## config.mk

```make
export PLATFORM = sky130hd
export DESIGN_NAME = irq_cpu_port
export DESIGN_NICKNAME = d
export VERILOG_FILES = /design/src/rtl/irq_cpu_port_pkg.sv /design/src/rtl/irq_cpu_port_stack.sv /design/src/rtl/irq_cpu_port_gate.sv /design/src/rtl/irq_cpu_port.sv
export SDC_FILE = /design/constraint.sdc
export NUM_CORES = 1
export LEC_CHECK = 0
export BUFFER_PORTS_ARGS = -buffer_cell sky130_fd_sc_hd__buf_4
export CORE_ASPECT_RATIO = 0.6
export CORE_MARGIN = 10
export CORE_UTILIZATION = 55
export CTS_CLUSTER_DIAMETER = 80
export DETAILED_ROUTE_END_ITERATION = 7
export PLACE_DENSITY = 0.8
export SLEW_MARGIN = 40
export SYNTH_ARGS = -nofsm -noshare
export SYNTH_HDL_FRONTEND = slang
export SYNTH_SLANG_ARGS = --single-unit
```

## constraint.sdc

```tcl
create_clock -name clk -period 5.95 [get_ports clk]
set_clock_uncertainty 0.05 [all_clocks]
set_input_delay 0.8925 -clock clk [delete_from_list [all_inputs] [get_ports clk]]
set_output_delay 0.8925 -clock clk [all_outputs]
set_load 0.05 [all_outputs]
```

## src/rtl/irq_cpu_port_pkg.sv

```systemverilog
package irq_cpu_port_pkg;

    // Byte offsets of the register slots within the unit
    localparam int unsigned OFS_CTL   = 'h00;
    localparam int unsigned OFS_PMASK = 'h04;
    localparam int unsigned OFS_BPR   = 'h08;
    localparam int unsigned OFS_ACK   = 'h0C;
    localparam int unsigned OFS_EOI   = 'h10;
    localparam int unsigned OFS_RUN   = 'h14;
    localparam int unsigned OFS_HPP   = 'h18;

    // Occupancy of the active-priority stack
    typedef enum logic [1:0] {
        OCC_IDLE   = 2'd0,
        OCC_NESTED = 2'd1,
        OCC_FULL   = 2'd2
    } occ_e;

endpackage

```

## src/rtl/irq_cpu_port_stack.sv

```systemverilog
module irq_cpu_port_stack #(
    parameter int PRIO_W = 8,
    parameter int ID_W   = 10,
    parameter int DEPTH  = 4,
    localparam int CNT_W = $clog2(DEPTH + 1)
) (
    input  logic              clk,
    input  logic              rst_n,
    input  logic              push,
    input  logic              pop,
    input  logic [PRIO_W-1:0] push_prio,
    input  logic [ID_W-1:0]   push_id,
    output logic [PRIO_W-1:0] top_prio,
    output logic [ID_W-1:0]   top_id,
    output logic [CNT_W-1:0]  count
);
    localparam int IDX_W = (DEPTH > 1) ? $clog2(DEPTH) : 1;

    logic [PRIO_W-1:0] prio_mem [DEPTH];
    logic [ID_W-1:0]   id_mem   [DEPTH];
    logic [IDX_W-1:0]  top_idx;

    for (genvar i = 0; i < DEPTH; i++) begin : g_slot
        always_ff @(posedge clk or negedge rst_n) begin
            if (!rst_n) begin
                prio_mem[i] <= '0;
                id_mem[i]   <= '0;
            end else if (push && count == CNT_W'(i)) begin
                prio_mem[i] <= push_prio;
                id_mem[i]   <= push_id;
            end
        end
    end

    always_ff @(posedge clk or negedge rst_n) begin
        if (!rst_n)    count <= '0;
        else if (push) count <= count + 1'b1;
        else if (pop)  count <= count - 1'b1;
    end

    assign top_idx  = IDX_W'(count - 1'b1);
    assign top_prio = (count == '0) ? '1 : prio_mem[top_idx];
    assign top_id   = (count == '0) ? '0 : id_mem[top_idx];

    // a push never lands on a full stack
    a_r10_no_overflow: assert property (@(posedge clk) disable iff (!rst_n)
        push |-> (count < CNT_W'(DEPTH)));
    // a pop never happens on an empty stack
    a_r6_no_underflow: assert property (@(posedge clk) disable iff (!rst_n)
        pop |-> (count != '0));
endmodule

```

## src/rtl/irq_cpu_port_gate.sv

```systemverilog
module irq_cpu_port_gate #(
    parameter int PRIO_W = 8,
    localparam int BPR_W = $clog2(PRIO_W)
) (
    input  logic              hp_valid,
    input  logic [PRIO_W-1:0] hp_prio,
    input  logic              hp_group,
    input  logic [PRIO_W-1:0] pmask,
    input  logic [BPR_W-1:0]  bpr,
    input  logic              run_empty,
    input  logic [PRIO_W-1:0] run_prio,
    input  logic              stack_full,
    input  logic              fiq_route_en,
    output logic              eligible,
    output logic              to_fiq
);
    logic [PRIO_W-1:0] grp_mask;
    logic [PRIO_W:0]   hp_grp;
    logic [PRIO_W:0]   run_grp;

    always_comb begin
        grp_mask = {PRIO_W{1'b1}} << bpr;
        hp_grp   = {1'b0, hp_prio & grp_mask};
        // an empty stack sits one above the least urgent group
        run_grp  = run_empty ? {1'b1, {PRIO_W{1'b0}}} : {1'b0, run_prio & grp_mask};
        eligible = hp_valid && (hp_prio < pmask) && (hp_grp < run_grp) && !stack_full;
        to_fiq   = fiq_route_en && !hp_group;
    end
endmodule

```

## src/rtl/irq_cpu_port.sv

```systemverilog
module irq_cpu_port
    import irq_cpu_port_pkg::*;
#(
    parameter int PRIO_W = 8,
    parameter int ID_W   = 10,
    parameter int DEPTH  = 4,
    parameter int ADDR_W = 5,
    parameter int DATA_W = 32
) (
    input  logic              clk,
    input  logic              rst_n,
    input  logic              hp_valid,
    input  logic [ID_W-1:0]   hp_id,
    input  logic [PRIO_W-1:0] hp_prio,
    input  logic              hp_group,
    input  logic              reg_rd,
    input  logic              reg_wr,
    input  logic [ADDR_W-1:0] reg_addr,
    input  logic [DATA_W-1:0] reg_wdata,
    output logic [DATA_W-1:0] reg_rdata,
    output logic              ack_pulse,
    output logic [ID_W-1:0]   ack_id,
    output logic              eoi_pulse,
    output logic [ID_W-1:0]   eoi_id,
    output logic              irq_o,
    output logic              fiq_o,
    output logic              virq_o,
    output logic              vfiq_o
);
    localparam int BPR_W = $clog2(PRIO_W);
    localparam int CNT_W = $clog2(DEPTH + 1);
    localparam logic [ID_W-1:0] SPURIOUS = {ID_W{1'b1}};

    // configuration registers
    logic [1:0]        ctl_q;       // [0] signalling enable, [1] group-0 to fast line
    logic [PRIO_W-1:0] pmask_q;
    logic [BPR_W-1:0]  bpr_q;

    occ_e              occ_q, occ_d;
    logic [PRIO_W-1:0] run_prio;
    logic [ID_W-1:0]   run_id;
    logic [CNT_W-1:0]  stack_cnt;
    logic              eligible, to_fiq;
    logic              is_ack, is_eoi, ack_take, eoi_take;
    logic [DATA_W-1:0] rd_mux;
    logic              unused_wdata;

    assign unused_wdata = ^reg_wdata[DATA_W-1:ID_W];

    assign is_ack   = reg_rd && !reg_wr && (reg_addr == ADDR_W'(OFS_ACK));
    assign is_eoi   = reg_wr && (reg_addr == ADDR_W'(OFS_EOI));
    assign ack_take = is_ack && ctl_q[0] && eligible;
    assign eoi_take = is_eoi && (occ_q != OCC_IDLE) && (reg_wdata[ID_W-1:0] == run_id);

    irq_cpu_port_stack #(.PRIO_W(PRIO_W), .ID_W(ID_W), .DEPTH(DEPTH)) u_stack (
        .clk       (clk),
        .rst_n     (rst_n),
        .push      (ack_take),
        .pop       (eoi_take),
        .push_prio (hp_prio),
        .push_id   (hp_id),
        .top_prio  (run_prio),
        .top_id    (run_id),
        .count     (stack_cnt)
    );

    irq_cpu_port_gate #(.PRIO_W(PRIO_W)) u_gate (
        .hp_valid     (hp_valid),
        .hp_prio      (hp_prio),
        .hp_group     (hp_group),
        .pmask        (pmask_q),
        .bpr          (bpr_q),
        .run_empty    (occ_q == OCC_IDLE),
        .run_prio     (run_prio),
        .stack_full   (occ_q == OCC_FULL),
        .fiq_route_en (ctl_q[1]),
        .eligible     (eligible),
        .to_fiq       (to_fiq)
    );

    // configuration writes
    always_ff @(posedge clk or negedge rst_n) begin
        if (!rst_n) begin
            ctl_q   <= '0;
            pmask_q <= '0;
            bpr_q   <= '0;
        end else if (reg_wr) begin
            if (reg_addr == ADDR_W'(OFS_CTL))   ctl_q   <= reg_wdata[1:0];
            if (reg_addr == ADDR_W'(OFS_PMASK)) pmask_q <= reg_wdata[PRIO_W-1:0];
            if (reg_addr == ADDR_W'(OFS_BPR))   bpr_q   <= reg_wdata[BPR_W-1:0];
        end
    end

    // occupancy transitions
    always_comb begin
        occ_d = occ_q;
        unique case (occ_q)
            OCC_IDLE: begin
                if (ack_take) occ_d = (DEPTH == 1) ? OCC_FULL : OCC_NESTED;        // ack-first
            end
            OCC_NESTED: begin
                if (ack_take && stack_cnt == CNT_W'(DEPTH - 1)) occ_d = OCC_FULL;  // ack-nest
                else if (eoi_take && stack_cnt == CNT_W'(1))    occ_d = OCC_IDLE;  // eoi-last
            end
            OCC_FULL: begin
                if (eoi_take) occ_d = (DEPTH == 1) ? OCC_IDLE : OCC_NESTED;        // eoi-full
            end
            default: occ_d = OCC_IDLE;
        endcase
    end

    always_ff @(posedge clk or negedge rst_n) begin
        if (!rst_n) occ_q <= OCC_IDLE;
        else        occ_q <= occ_d;
    end

    // read data selection
    always_comb begin
        rd_mux = '0;
        if (reg_addr == ADDR_W'(OFS_CTL))   rd_mux = DATA_W'(ctl_q);
        if (reg_addr == ADDR_W'(OFS_PMASK)) rd_mux = DATA_W'(pmask_q);
        if (reg_addr == ADDR_W'(OFS_BPR))   rd_mux = DATA_W'(bpr_q);
        if (reg_addr == ADDR_W'(OFS_ACK))   rd_mux = DATA_W'(ack_take ? hp_id : SPURIOUS);
        if (reg_addr == ADDR_W'(OFS_RUN))   rd_mux = DATA_W'(run_prio);
        if (reg_addr == ADDR_W'(OFS_HPP))   rd_mux = DATA_W'(hp_valid ? hp_prio : {PRIO_W{1'b1}});
    end

    // registered outputs
    always_ff @(posedge clk or negedge rst_n) begin
        if (!rst_n) begin
            irq_o     <= 1'b0;
            fiq_o     <= 1'b0;
            ack_pulse <= 1'b0;
            ack_id    <= '0;
            eoi_pulse <= 1'b0;
            eoi_id    <= '0;
            reg_rdata <= '0;
        end else begin
            irq_o     <= ctl_q[0] && eligible && !ack_take && !to_fiq;
            fiq_o     <= ctl_q[0] && eligible && !ack_take && to_fiq;
            ack_pulse <= ack_take;
            eoi_pulse <= eoi_take;
            if (ack_take) ack_id <= hp_id;
            if (eoi_take) eoi_id <= reg_wdata[ID_W-1:0];
            if (reg_rd && !reg_wr) reg_rdata <= rd_mux;
        end
    end

    assign virq_o = 1'b0;
    assign vfiq_o = 1'b0;

    // no request one cycle after enable was low
    a_r2_off_when_disabled: assert property (@(posedge clk) disable iff (!rst_n)
        !$past(ctl_q[0]) |-> (!irq_o && !fiq_o));
    // a raised line came from a valid, unmasked offer
    a_r3_mask_respected: assert property (@(posedge clk) disable iff (!rst_n)
        (irq_o || fiq_o) |-> ($past(hp_valid) && $past(hp_prio < pmask_q)));
    // only one core line at a time
    a_r8_single_line: assert property (@(posedge clk) disable iff (!rst_n)
        !(irq_o && fiq_o));
    // accepted acknowledge sets running priority to the acknowledged one
    a_r4_ack_raises_running: assert property (@(posedge clk) disable iff (!rst_n)
        ack_take |=> (run_prio == $past(hp_prio)));
    // a spurious acknowledge leaves the stack alone
    a_r5_spurious_still: assert property (@(posedge clk) disable iff (!rst_n)
        (is_ack && !ack_take) |=> ($stable(stack_cnt) && !ack_pulse));
    // an accepted end-of-interrupt removes exactly one entry
    a_r6_eoi_pops_one: assert property (@(posedge clk) disable iff (!rst_n)
        eoi_take |=> (stack_cnt == $past(stack_cnt) - 1'b1));
endmodule

```

==> results.yml <==
status:
  outcome: "completed"
sta:
  setup-tns-final_ps: 0
  worst-slew-pin-transition_ps: 678
  drv_slew: 0
  fmax_ghz: 0.233
  final_hold_viol_count: 0
  hold_ws_ps: 423
  setup_viol: 0
  fin_ws_ps: 1660
  rsz0062_at_grt: "no"
  slew_headroom: 0.548
  min_period_ps: 4290
  fin_crit_sh: 0.720
routing:
  vias_per_cell: 6.03
  via_count: 4881
  dr.pass1.iters: 7
  drt_iter0_drc: 431
  finalWirelength_mm: 18.1
  drc: 0
  drt-wirelength-per-cell_microns: 22.3
  detail-route-antenna-nets: 0
synth:
  ys_seq_area_frac: 0.472
  async_flop_share: 1.00
  yosysWarnings: 0
  synth_edf_count: 0
  synth-seq-cells: 124
  syn-instance-count: 565
  yosys.area.top_type: "dfrtp_1"
  synth_area_sq_um: 6580
  synth_ff_type: "dfrtp_1"
  synth.area.top_cells: "dfrtp_1 47%, mux2_2 15%, mux4_2 6.2%, ha_1 3.8%, nand2_1 3.5%"
  synth.avg_cell_area_sq_um: 11.6
  synth_top_area_share: 0.472
  ys_types: 55
worst_setup_path:
  timing.rr.end: "reg_rdata[0]$_DFFE_PN0P_"
  critical_path_class: "register to register"
  timing.rr.start: "u_stack.count[1]$_DFFE_PN0P_"
  crit_start: "u_stack.count[1]$_DFFE_PN0P_"
  setup.worst_path.end: "reg_rdata[0]$_DFFE_PN0P_"
  cp-end-kind: "register"
  worstSetupStartpointType: "register"
  worstRegToRegCells: 15
  arrival_ps: 4570
  reg2reg_slack_ps: 1660
  cp_max_fo: 20
  cp.required_ps: 6240
floorplanning:
  ios: 119
  dieHeight_microns: 105
  dieArea_sq_um: 16900
  start_util: 0.573
  rows: 30
  die_w_microns: 161
  core_sq_um: 11500
clocking:
  cts_max_path_buffers: 2
  cts_resized: 0
  clock-sinks: 124
  cts_tree: "done"
  cts-root-buf: "clkbuf_16"
  htreeDepth: 4
  clk_latency_ps: 420
  hold_buffers: 0
  cts_made_buffers: 17
  clk_pin_slew_worst_paths_ps: 60
  postCtsSetupBuffers: 0
layout:
  area_growth_pct: 17.6
  fin_cells: 810
  fin_nets: 718
  drive_gt1_frac: 0.352
  n_antenna_cell: 0
power:
  powerDensity_nw_per_um2: 282
  power_leakage_nw: 3.76
  p_total_mw: 2.18
  peakVddDrop_mv: 0.221
place:
  gp_congestion: 0.947
  hpwl_mm: 13.0
  numPortBuffers: 72
  dp_slack_ps: 1810
  placedCellCount: 778
global_route:
  track_usage: 0.217
  grt_max_degree: 74
  grt_pass1_vias: 5050
  antenna_found_initial: 1
  gr-total-overflow: 0
  grt_first_pass_wirelength_mm: 28.9
job:
  cap_violations: 0
min_path:
  hp-class: "register to register"
  hp-start: "ack_id[1]$_DFFE_PN0P_"
[through the flow]
stage,utilization,area [sq um]
3_3_place_gp,0.622,7140
3_5_place_dp,0.623,7150
2_1_floorplan,-,6670
4_1_cts,0.674,7740
5_1_grt,0.674,7740
6_report,0.674,7740
[routing by layer]
layer | vias up | track usage | wire, microns
met5 | - | 0 | 23
met4 | 2 | 0.0627 | 240
met3 | 23 | 0.0741 | 1680
met2 | 227 | 0.304 | 7710
met1 | 2473 | 0.309 | 8440
li1 | 2156 | - | -
[worst max-delay path: stages, from the launching register on]
cell and delay, ps:
dfrtp_1 430, inv_1 90, ha_1 540, mux4_2 300
nor2_1 60, or4_1 410, ha_1 310, a21oi_1 60
o21ai_0 280, a22oi_1 160, nand3_1 110, buf_4 280
clkinv_1 570, a21oi_1 320, a21oi_1 70, a21oi_1 150
[power by group]
group,switching (mW),internal [mW],total (mW)
registers,0.0287,0.870,0.899
clock network,0.406,0.627,1.03
logic,0.169,0.0839,0.253
total,0.604,1.58,2.18
[cells by family after synthesis]
| family | Yosys count | share of synthesized area |
|---|---|---|
| xor+xnor | 5 | 0.00666 |
| compound gates | 90 | 0.0882 |
| buf+inv | 62 | 0.0540 |
| simple gates | 153 | 0.119 |
| flops | 124 | 0.472 |
| mux | 110 | 0.222 |
| other cells | 1 | 0.000570 |
| fa+ha+maj | 20 | 0.0380 |
[placed cells by master (no fill, tap or decap), types with 14 or more instances in the layout]
cell type	instances
a21oi_1	25
buf_4	76
clkbuf_16	17
conb_1	24
dfrtp_1	124
ha_1	20
inv_1	14
mux2_2	85
mux4_2	18
nand2_1	60
nor2_1	27
o21ai_0	28
[final cells by class]
cell class	count	area, sq um
clock inverters	13	156
clock buffers	19	433
inverters	15	56.3
multi-input cells	402	3210
repair buffers	77	582
well taps	160	200
flip-flops and latches	124	3100
fillers	869	3750
[cells in the mapped netlist, types with 7 or more instances]
cell      number
nand2_1       61
nor2_1        27
ha_1          20
mux4_2        18
clkbuf_1      11
mux2_2        85
dfrtp_1      124
inv_1         14
o21ai_0       28
buf_4         25
a21oi_1       25
a22o_1         7
[flip-flops by register name (all words and copies together) (netlist names), 3 cells and up]
name,flops
u_stack.count,3
bpr_q,3
u_stack.id_mem,40
reg_rdata,10
eoi_id,10
pmask_q,8
u_stack.prio_mem,32
ack_id,10
[worst min-delay path by stage]
stage | to | slack (ps) | cells after the start
after floorplan | u_stack.id_mem[20]$_DFFE_PN0P_ | 390 | 2
after global placement | ack_id[8]$_DFFE_PN0P_ | 400 | 2
after detailed placement | ack_id[6]$_DFFE_PN0P_ | 410 | 2
after CTS | ack_id[7]$_DFFE_PN0P_ | 430 | 2
after global routing | ack_id[2]$_DFFE_PN0P_ | 460 | 2
final | ack_id[1]$_DFFE_PN0P_ | 420 | 2
(Power assumes the default switching activity.)
